### src/rtl/cmp_timer_pkg.sv
package cmp_timer_pkg;
  localparam int CFG_W  = 64;
  localparam int B_LVL  = 1;
  localparam int B_IEN  = 2;
  localparam int B_PER  = 3;
  localparam int B_VSET = 6;
  localparam int B_M32  = 8;
  localparam int B_MCAP = 15;
  localparam logic [15:0] CFG_WMASK = 16'h7F4E;
  localparam logic [15:0] CAP_FIXED = 16'h0030;
endpackage

### src/rtl/tchan_arm_calc.sv
module tchan_arm_calc #(
  parameter int CNT_W = 64
) (
  input  logic [CNT_W-1:0] count_i,
  input  logic [CNT_W-1:0] cmp_i,
  input  logic             m32_i,
  input  logic             periodic_i,
  output logic [CNT_W-1:0] target_o,
  output logic [CNT_W-1:0] deadline_o,
  output logic             wrap_o
);
  localparam int HALF = CNT_W / 2;
  localparam logic [CNT_W-1:0] STEP32 = {{(HALF-1){1'b0}}, 1'b1, {HALF{1'b0}}};
  localparam logic [HALF-1:0]  ONE_H  = {{(HALF-1){1'b0}}, 1'b1};

  logic [CNT_W-1:0] ext, nwrap;

  always_comb begin
    ext = {count_i[CNT_W-1:HALF], cmp_i[HALF-1:0]};
    if (ext < count_i) ext = ext + STEP32;
    nwrap      = {count_i[CNT_W-1:HALF] + ONE_H, {HALF{1'b0}}};
    target_o   = m32_i ? ext : cmp_i;
    wrap_o     = m32_i && !periodic_i && (ext > nwrap);
    deadline_o = wrap_o ? nwrap : target_o;
  end
endmodule

### src/rtl/tchan_regs.sv
module tchan_regs
  import cmp_timer_pkg::*;
#(
  parameter int          CNT_W     = 64,
  parameter bit          MSG_CAP   = 1'b1,
  parameter logic [31:0] ROUTE_CAP = 32'h00F0_0004
) (
  input  logic                  clk_i,
  input  logic                  rst_ni,
  input  logic                  cfg_we_i,
  input  logic                  cmp_we_i,
  input  logic                  hi_sel_i,
  input  logic [CNT_W/2-1:0]    wdata_i,
  input  logic                  upd_i,
  input  logic [CNT_W-1:0]      upd_val_i,
  output logic [CFG_W-1:0]      cfg_o,
  output logic [CNT_W-1:0]      cmp_o,
  output logic [CNT_W-1:0]      period_o,
  output logic                  lvl_drop_o,
  output logic                  arm_req_o
);
  localparam int HALF = CNT_W / 2;
  localparam logic [15:0] RO_LO = CAP_FIXED | (16'(MSG_CAP) << B_MCAP);

  logic [15:0]      wbits_q, wbits_d;
  logic [CNT_W-1:0] cmp_q, cmp_d, per_q, per_d, cmp_w, per_w;
  logic             m32_n;

  assign cfg_o    = {ROUTE_CAP, 16'h0000, (wbits_q & CFG_WMASK) | RO_LO};
  assign cmp_o    = cmp_q;
  assign period_o = per_q;

  always_comb begin
    wbits_d    = wbits_q;
    cmp_d      = cmp_q;
    per_d      = per_q;
    cmp_w      = cmp_q;
    per_w      = per_q;
    lvl_drop_o = 1'b0;
    arm_req_o  = 1'b0;

    if (cfg_we_i) begin
      arm_req_o = 1'b1;
      if (!hi_sel_i) begin
        wbits_d    = wdata_i[15:0] & CFG_WMASK;
        lvl_drop_o = wbits_q[B_LVL] & ~wbits_d[B_LVL];
      end
    end
    m32_n = wbits_d[B_M32];
    if (cfg_we_i && !hi_sel_i && m32_n) begin
      cmp_d = {{HALF{1'b0}}, cmp_q[HALF-1:0]};
      per_d = {{HALF{1'b0}}, per_q[HALF-1:0]};
    end

    if (cmp_we_i && !(m32_n && hi_sel_i)) begin
      arm_req_o = 1'b1;
      if (m32_n) begin
        cmp_w = {{HALF{1'b0}}, wdata_i};
        per_w = {{HALF{1'b0}}, wdata_i};
      end else if (hi_sel_i) begin
        cmp_w = {wdata_i, cmp_d[HALF-1:0]};
        per_w = {wdata_i, per_d[HALF-1:0]};
      end else begin
        cmp_w = {cmp_d[CNT_W-1:HALF], wdata_i};
        per_w = {per_d[CNT_W-1:HALF], wdata_i};
      end
      if (!wbits_d[B_PER] || wbits_d[B_VSET]) cmp_d = cmp_w;
      if (wbits_d[B_PER]) per_d = per_w;
      wbits_d[B_VSET] = 1'b0;
    end else if (upd_i) begin
      cmp_d = m32_n ? {{HALF{1'b0}}, upd_val_i[HALF-1:0]} : upd_val_i;
    end
  end

  always_ff @(posedge clk_i or negedge rst_ni) begin
    if (!rst_ni) begin
      wbits_q <= '0;
      cmp_q   <= '1;
      per_q   <= '0;
    end else begin
      wbits_q <= wbits_d;
      cmp_q   <= cmp_d;
      per_q   <= per_d;
    end
  end
endmodule

### src/rtl/tchan_fire.sv
module tchan_fire #(
  parameter int CNT_W = 64
) (
  input  logic             clk_i,
  input  logic             rst_ni,
  input  logic [CNT_W-1:0] count_i,
  input  logic             run_i,
  input  logic             arm_req_i,
  input  logic             periodic_i,
  input  logic             lvl_i,
  input  logic             lvl_drop_i,
  input  logic             sts_clr_i,
  input  logic [CNT_W-1:0] period_i,
  input  logic [CNT_W-1:0] a_target_i,
  input  logic [CNT_W-1:0] a_deadline_i,
  input  logic             a_wrap_i,
  output logic             fire_o,
  output logic             sts_o,
  output logic             upd_o,
  output logic [CNT_W-1:0] upd_val_o
);
  logic             run_q, pend_q, pend_d;
  logic             armed_q, armed_d, catch_q, catch_d, wrap_q, wrap_d;
  logic             fire_q, fire_d, sts_q, sts_d;
  logic [CNT_W-1:0] tgt_q, tgt_d, dl_q, dl_d;
  logic [CNT_W-1:0] diff_dl, diff_t, next_t;
  logic             reached, behind;

  // signed differences keep the compare valid across count wrap
  assign diff_dl   = count_i - dl_q;
  assign diff_t    = tgt_q - count_i;
  assign reached   = ~diff_dl[CNT_W-1];
  assign behind    = diff_t[CNT_W-1];
  assign next_t    = tgt_q + period_i;
  assign upd_val_o = next_t;
  assign fire_o    = fire_q;
  assign sts_o     = sts_q;

  always_comb begin
    armed_d = armed_q;
    catch_d = catch_q;
    wrap_d  = wrap_q;
    tgt_d   = tgt_q;
    dl_d    = dl_q;
    fire_d  = 1'b0;
    upd_o   = 1'b0;
    pend_d  = run_i & arm_req_i;

    if (!run_i) begin
      armed_d = 1'b0;
      catch_d = 1'b0;
    end else if (pend_q || !run_q) begin
      armed_d = 1'b1;
      catch_d = 1'b0;
      tgt_d   = a_target_i;
      dl_d    = a_deadline_i;
      wrap_d  = a_wrap_i;
    end else if (catch_q) begin
      if (behind) begin
        tgt_d = next_t;
        dl_d  = next_t;
        upd_o = 1'b1;
      end else begin
        catch_d = 1'b0;
      end
    end else if (armed_q && reached) begin
      fire_d = 1'b1;
      if (periodic_i && |period_i) begin
        tgt_d   = next_t;
        dl_d    = next_t;
        catch_d = 1'b1;
        upd_o   = 1'b1;
      end else if (wrap_q) begin
        wrap_d = 1'b0;
        dl_d   = tgt_q;
      end else begin
        armed_d = 1'b0;
      end
    end

    sts_d = sts_q;
    if (lvl_drop_i)           sts_d = 1'b0;
    else if (fire_d && lvl_i) sts_d = 1'b1;
    else if (sts_clr_i)       sts_d = 1'b0;
  end

  always_ff @(posedge clk_i or negedge rst_ni) begin
    if (!rst_ni) begin
      run_q   <= 1'b0;
      pend_q  <= 1'b0;
      armed_q <= 1'b0;
      catch_q <= 1'b0;
      wrap_q  <= 1'b0;
      fire_q  <= 1'b0;
      sts_q   <= 1'b0;
      tgt_q   <= '0;
      dl_q    <= '0;
    end else begin
      run_q   <= run_i;
      pend_q  <= pend_d;
      armed_q <= armed_d;
      catch_q <= catch_d;
      wrap_q  <= wrap_d;
      fire_q  <= fire_d;
      sts_q   <= sts_d;
      tgt_q   <= tgt_d;
      dl_q    <= dl_d;
    end
  end
endmodule

### src/rtl/cmp_timer_chan.sv
module cmp_timer_chan
  import cmp_timer_pkg::*;
#(
  parameter int          CNT_W     = 64,
  parameter bit          MSG_CAP   = 1'b1,
  parameter logic [31:0] ROUTE_CAP = 32'h00F0_0004
) (
  input  logic               clk_i,
  input  logic               rst_ni,
  input  logic [CNT_W-1:0]   count_i,
  input  logic               run_i,
  input  logic               cfg_we_i,
  input  logic               cmp_we_i,
  input  logic               hi_sel_i,
  input  logic [CNT_W/2-1:0] wdata_i,
  input  logic               sts_clr_i,
  output logic [CFG_W-1:0]   cfg_o,
  output logic [CNT_W-1:0]   cmp_o,
  output logic               fire_o,
  output logic               sts_o,
  output logic               irq_o
);
  logic [CNT_W-1:0] period, a_target, a_deadline, upd_val;
  logic             a_wrap, upd, lvl_drop, arm_req;

  tchan_regs #(.CNT_W(CNT_W), .MSG_CAP(MSG_CAP), .ROUTE_CAP(ROUTE_CAP)) u_regs (
    .clk_i, .rst_ni, .cfg_we_i, .cmp_we_i, .hi_sel_i, .wdata_i,
    .upd_i(upd), .upd_val_i(upd_val),
    .cfg_o, .cmp_o, .period_o(period),
    .lvl_drop_o(lvl_drop), .arm_req_o(arm_req)
  );

  tchan_arm_calc #(.CNT_W(CNT_W)) u_arm (
    .count_i, .cmp_i(cmp_o), .m32_i(cfg_o[B_M32]), .periodic_i(cfg_o[B_PER]),
    .target_o(a_target), .deadline_o(a_deadline), .wrap_o(a_wrap)
  );

  tchan_fire #(.CNT_W(CNT_W)) u_fire (
    .clk_i, .rst_ni, .count_i, .run_i,
    .arm_req_i(arm_req), .periodic_i(cfg_o[B_PER]), .lvl_i(cfg_o[B_LVL]),
    .lvl_drop_i(lvl_drop), .sts_clr_i, .period_i(period),
    .a_target_i(a_target), .a_deadline_i(a_deadline), .a_wrap_i(a_wrap),
    .fire_o, .sts_o, .upd_o(upd), .upd_val_o(upd_val)
  );

  assign irq_o = cfg_o[B_IEN] & (cfg_o[B_LVL] ? sts_o : fire_o);
endmodule

### config.mk
export PLATFORM = sky130hd
export DESIGN_NAME = cmp_timer_chan
export DESIGN_NICKNAME = d
export VERILOG_FILES = /design/src/rtl/cmp_timer_pkg.sv /design/src/rtl/tchan_arm_calc.sv /design/src/rtl/tchan_regs.sv /design/src/rtl/tchan_fire.sv /design/src/rtl/cmp_timer_chan.sv
export SDC_FILE = /design/constraint.sdc
export NUM_CORES = 1
export LEC_CHECK = 0
export CAP_MARGIN = 20
export CORE_MARGIN = 2
export CORE_UTILIZATION = 30
export CTS_CLUSTER_SIZE = 12
export DETAILED_ROUTE_END_ITERATION = 10
export GPL_TIMING_DRIVEN = 1
export PLACE_DENSITY = 0.58
export SYNTH_ARGS = -nofsm -noshare
export SYNTH_HDL_FRONTEND = slang
export SYNTH_SLANG_ARGS = --single-unit
### constraint.sdc
create_clock -name clk_i -period 5.7 [get_ports clk_i]
set_clock_uncertainty 0.05 [all_clocks]
set_input_delay 0.855 -clock clk_i [delete_from_list [all_inputs] [get_ports clk_i]]
set_output_delay 0.855 -clock clk_i [all_outputs]
set_load 0.02 [all_outputs]
==> impl_metrics.tcl <==
set metrics [dict create \
    status "finished clean" \
    initial_core_util_pct 30.1 \
    io_buffers 180 \
    first_global_vias 22500 \
    netlist_instances 2955 \
    worst_slack_ps 200 \
    critical_path_peak_fanout 10 \
    layout.cells.non_filler 4365 \
    final_nets 3642 \
    cts_buffers 35 \
    wirelength_um 105000 \
    ys_seq_area_share_pct 29.3 \
    gp_congestion 0.984 \
    synth-async-reset-ratio_pct 100 \
    crit_path_start_kind "primary input" \
    core_area_um2 78600 \
    fillers 8147 \
    grt_usage_pct 24.9 \
    dr.pass1.iters 5 \
    pre_cts_slack_ps -731 \
    yosys.cell_count.top_type "nand2_1" \
    antenna_found_initial 3 \
    netlist_area_um2 23700 \
    h-tree-depth 2 \
    clk_latency_ps 580 \
    cp.required_ps 6070 \
    peakVddDrop_v 0.000195 \
    synthFlopType "dfrtp_1" \
    netlist-cell-type-count 84 \
    slowest_delay_ps 540 \
    dp_hpwl_um 83000 \
    grt_pass1_wl_um 152000 \
    cp-end-kind "flip-flop" \
    ys_ff_latch 274 \
    postSynthAreaPerCell_um2 8.02 \
    place_inst 4286 \
    finalSetupViolCount 0 \
    post-route-drc-count 0 \
    rows 103 \
    power_uw 12300 \
    post-route-util_pct 37.7 \
    yosysTopAreaCell "dfrtp_1" \
    clk_path_buf_depth 3 \
    grt_max_degree 137 \
    ys_warn_count 0 \
    synth_edf_count 0 \
    cts_sinks 274 \
    crit_type "in2reg" \
    cts_hold_buf 0 \
    slew_headroom_pct 29.9 \
    fin_area_um2 29600 \
    dieHeight_um 285 \
    overflow 0 \
    avgViaCountPerCell 5.57 \
    max_freq_ghz 0.182 \
    dpl_cell_area_um2 28100 \
    p_leak_uw 0.0135 \
    vias 24300 \
    tightest_slew_ps 1050 \
    routedWlPerCell_um 24.0 \
    drt.antenna.violating_nets 0 \
    tritoncts "built" \
    critPathTopFamily "simple AND/OR/NAND/NOR gates" \
    final-hold-violation-count 0 \
    slew_viol_final 0 \
    critical_path_buf_inv_count 8 \
    drt_iter0_markers 2662 \
    cp_slowest_cell "clkdlybuf4s50_1" \
    area_growth_pct 25.1 \
    synthTopCellsByCount "nand2_1 (435), a21oi_1 (263), ha_1 (251)" \
    hold_class "in2async" \
    path_clk_slew_ps 60 \
    fp.dieArea_um2 81300 \
    fin_crit_sh_pct 96.5 \
    die_w_um 285 \
    netlist_top_cells_area "dfrtp_1 (22%), ha_1 (13%), dfstp_2 (7.1%), nand2_1 (6.9%), a21oi_1 (5.6%)" \
    maxCapViolCount 0 \
    cts-root-buf "clkbuf_16" \
    drive_above_1_share_pct 14.8 \
    io_pins 234 \
    min_period_ps 5500 \
    p_per_area_nw_per_um2 414 \
    cp.arrival_ps 5870 \
    synth_top_area_share_pct 22.2 \
]
layout make-up:
cell class	count	area, µm²	share of cell area [%]
clock buffer	53	1020	3.46
antenna	1	2.50	0.00844
sequential	274	6940	23.4
tap	1050	1310	4.43
inverter	175	664	2.24
timing repair buffer	455	4080	13.8
clock inverter	11	151	0.511
multi-input combinational	2346	15500	52.2
power by group:
part | total, µW | switching [µW] | internal, µW
Sequential | 3480 | 876 | 2600
Clock | 2320 | 936 | 1380
Combinational | 6460 | 4000 | 2460
stage by stage:
stage	hold slack [ps]	TNS [ps]
global route	152	-24.4
global placement	418	-31990
finish	123	0
detailed placement	427	-39520
floorplan	393	0
CTS	132	0
timing repair:
| action | CTS | global route |
|---|---|---|
| endpoints found under the setup margin | 58 | 63 |
| buffers inserted | 0 | 14 |
| hold endpoints to repair | 0 | 0 |
| gates resized for setup | 7 | 53 |
| pin swaps | 2 | 20 |
layout by cell type, fill, tap and decap left out, types with 18 or more instances in the layout:
cell             netlist  final
nand2_1              435    435
a21oi_1              263    261
buf_4                 56    258
ha_1                 251    248
dfrtp_1              210    209
nor2_1               190    180
o21ai_0              172    170
inv_1                168    166
clkdlybuf4s50_1        0    166
xnor2_1              103    101
nand3_1               83     83
nand4_1               66     66
dfstp_2               64     64
a21o_1                53     53
conb_1                 2     53
nor3_1                48     45
a211oi_1              44     41
a22oi_1               42     41
a31oi_1               37     37
clkbuf_16              0     36
nor4_1                35     34
mux2i_1               34     34
a22o_1                33     33
o22ai_1               27     27
a221oi_1              27     27
a221o_1               25     25
xor2_1                23     23
mux2_2                21     21
o31ai_1               21     20
o21a_1                19     19
and2_1                21     19
o211ai_1              18     18
path summary, 6_finish.rpt:
path / startpoint / depth (start not counted) / slack, ps / to
max: count_i[26] / 28 / 200 / u_fire.dl_q[60]
min: rst_ni / 1 / 120 / u_fire.dl_q[62]
max reg2reg: u_regs.cmp_o[13] / 26 / 390 / u_fire.dl_q[60]
min reg2reg: u_fire.dl_q[57] / 2 / 440 / u_fire.dl_q[57]
max in group asynchronous: rst_ni / 2 / 4300 / u_regs.period_o[8]
min in group clk_i: u_fire.dl_q[57] / 2 / 440 / u_fire.dl_q[57]
sequential cells by signal, indices dropped and copies added, names as in the netlist:
signal	count
u_fire.tgt_q	64
u_fire.catch_q	1
u_regs.wbits_q	11
u_fire.run_q	1
u_regs.cmp_o	64
u_regs.period_o	64
u_fire.pend_q	1
u_fire.fire_o	1
u_fire.sts_o	1
u_fire.armed_q	1
u_fire.dl_q	64
u_fire.wrap_q	1
metal layers:
layer	global-route usage, %	up-vias	routed length, µm
met5	0	-	13
met4	10.1	2	4570
met3	4.78	161	10500
met2	33.3	1217	40300
met1	38.4	11600	49200
li1	-	11300	-
kinds of logic after synthesis:
family          after synthesis  synth area share [%]
flops                       274                  29.3
compound gates              900                  24.7
xor+xnor                    126                  4.66
fa+ha+maj                   252                  13.3
buf+inv                     386                  7.16
simple gates                960                  18.4
mux                          55                  2.43
other cells                   2                0.0317
worst register-to-register path, stage by stage, from the launching register on:
cell and delay (ps):
dfstp_2 550, ha_1 240, a21o_1 180, a21o_1 170, a211o_1 320, a211oi_2 210
a2111o_1 250, and2_4 220, inv_8 60, buf_4 160, nor2_1 130, xnor2_1 100
ha_1 310, nand4_1 150, nor3_2 220, buf_4 150, nand4_1 120, nor4_4 380
a211o_1 210, buf_4 130, nor2_4 50, nand2_1 100, buf_12 140, nor2_1 50
a221oi_1 220, o221a_2 220, o21ai_0 60
Note: power is estimated with default switching activity, not from simulation.
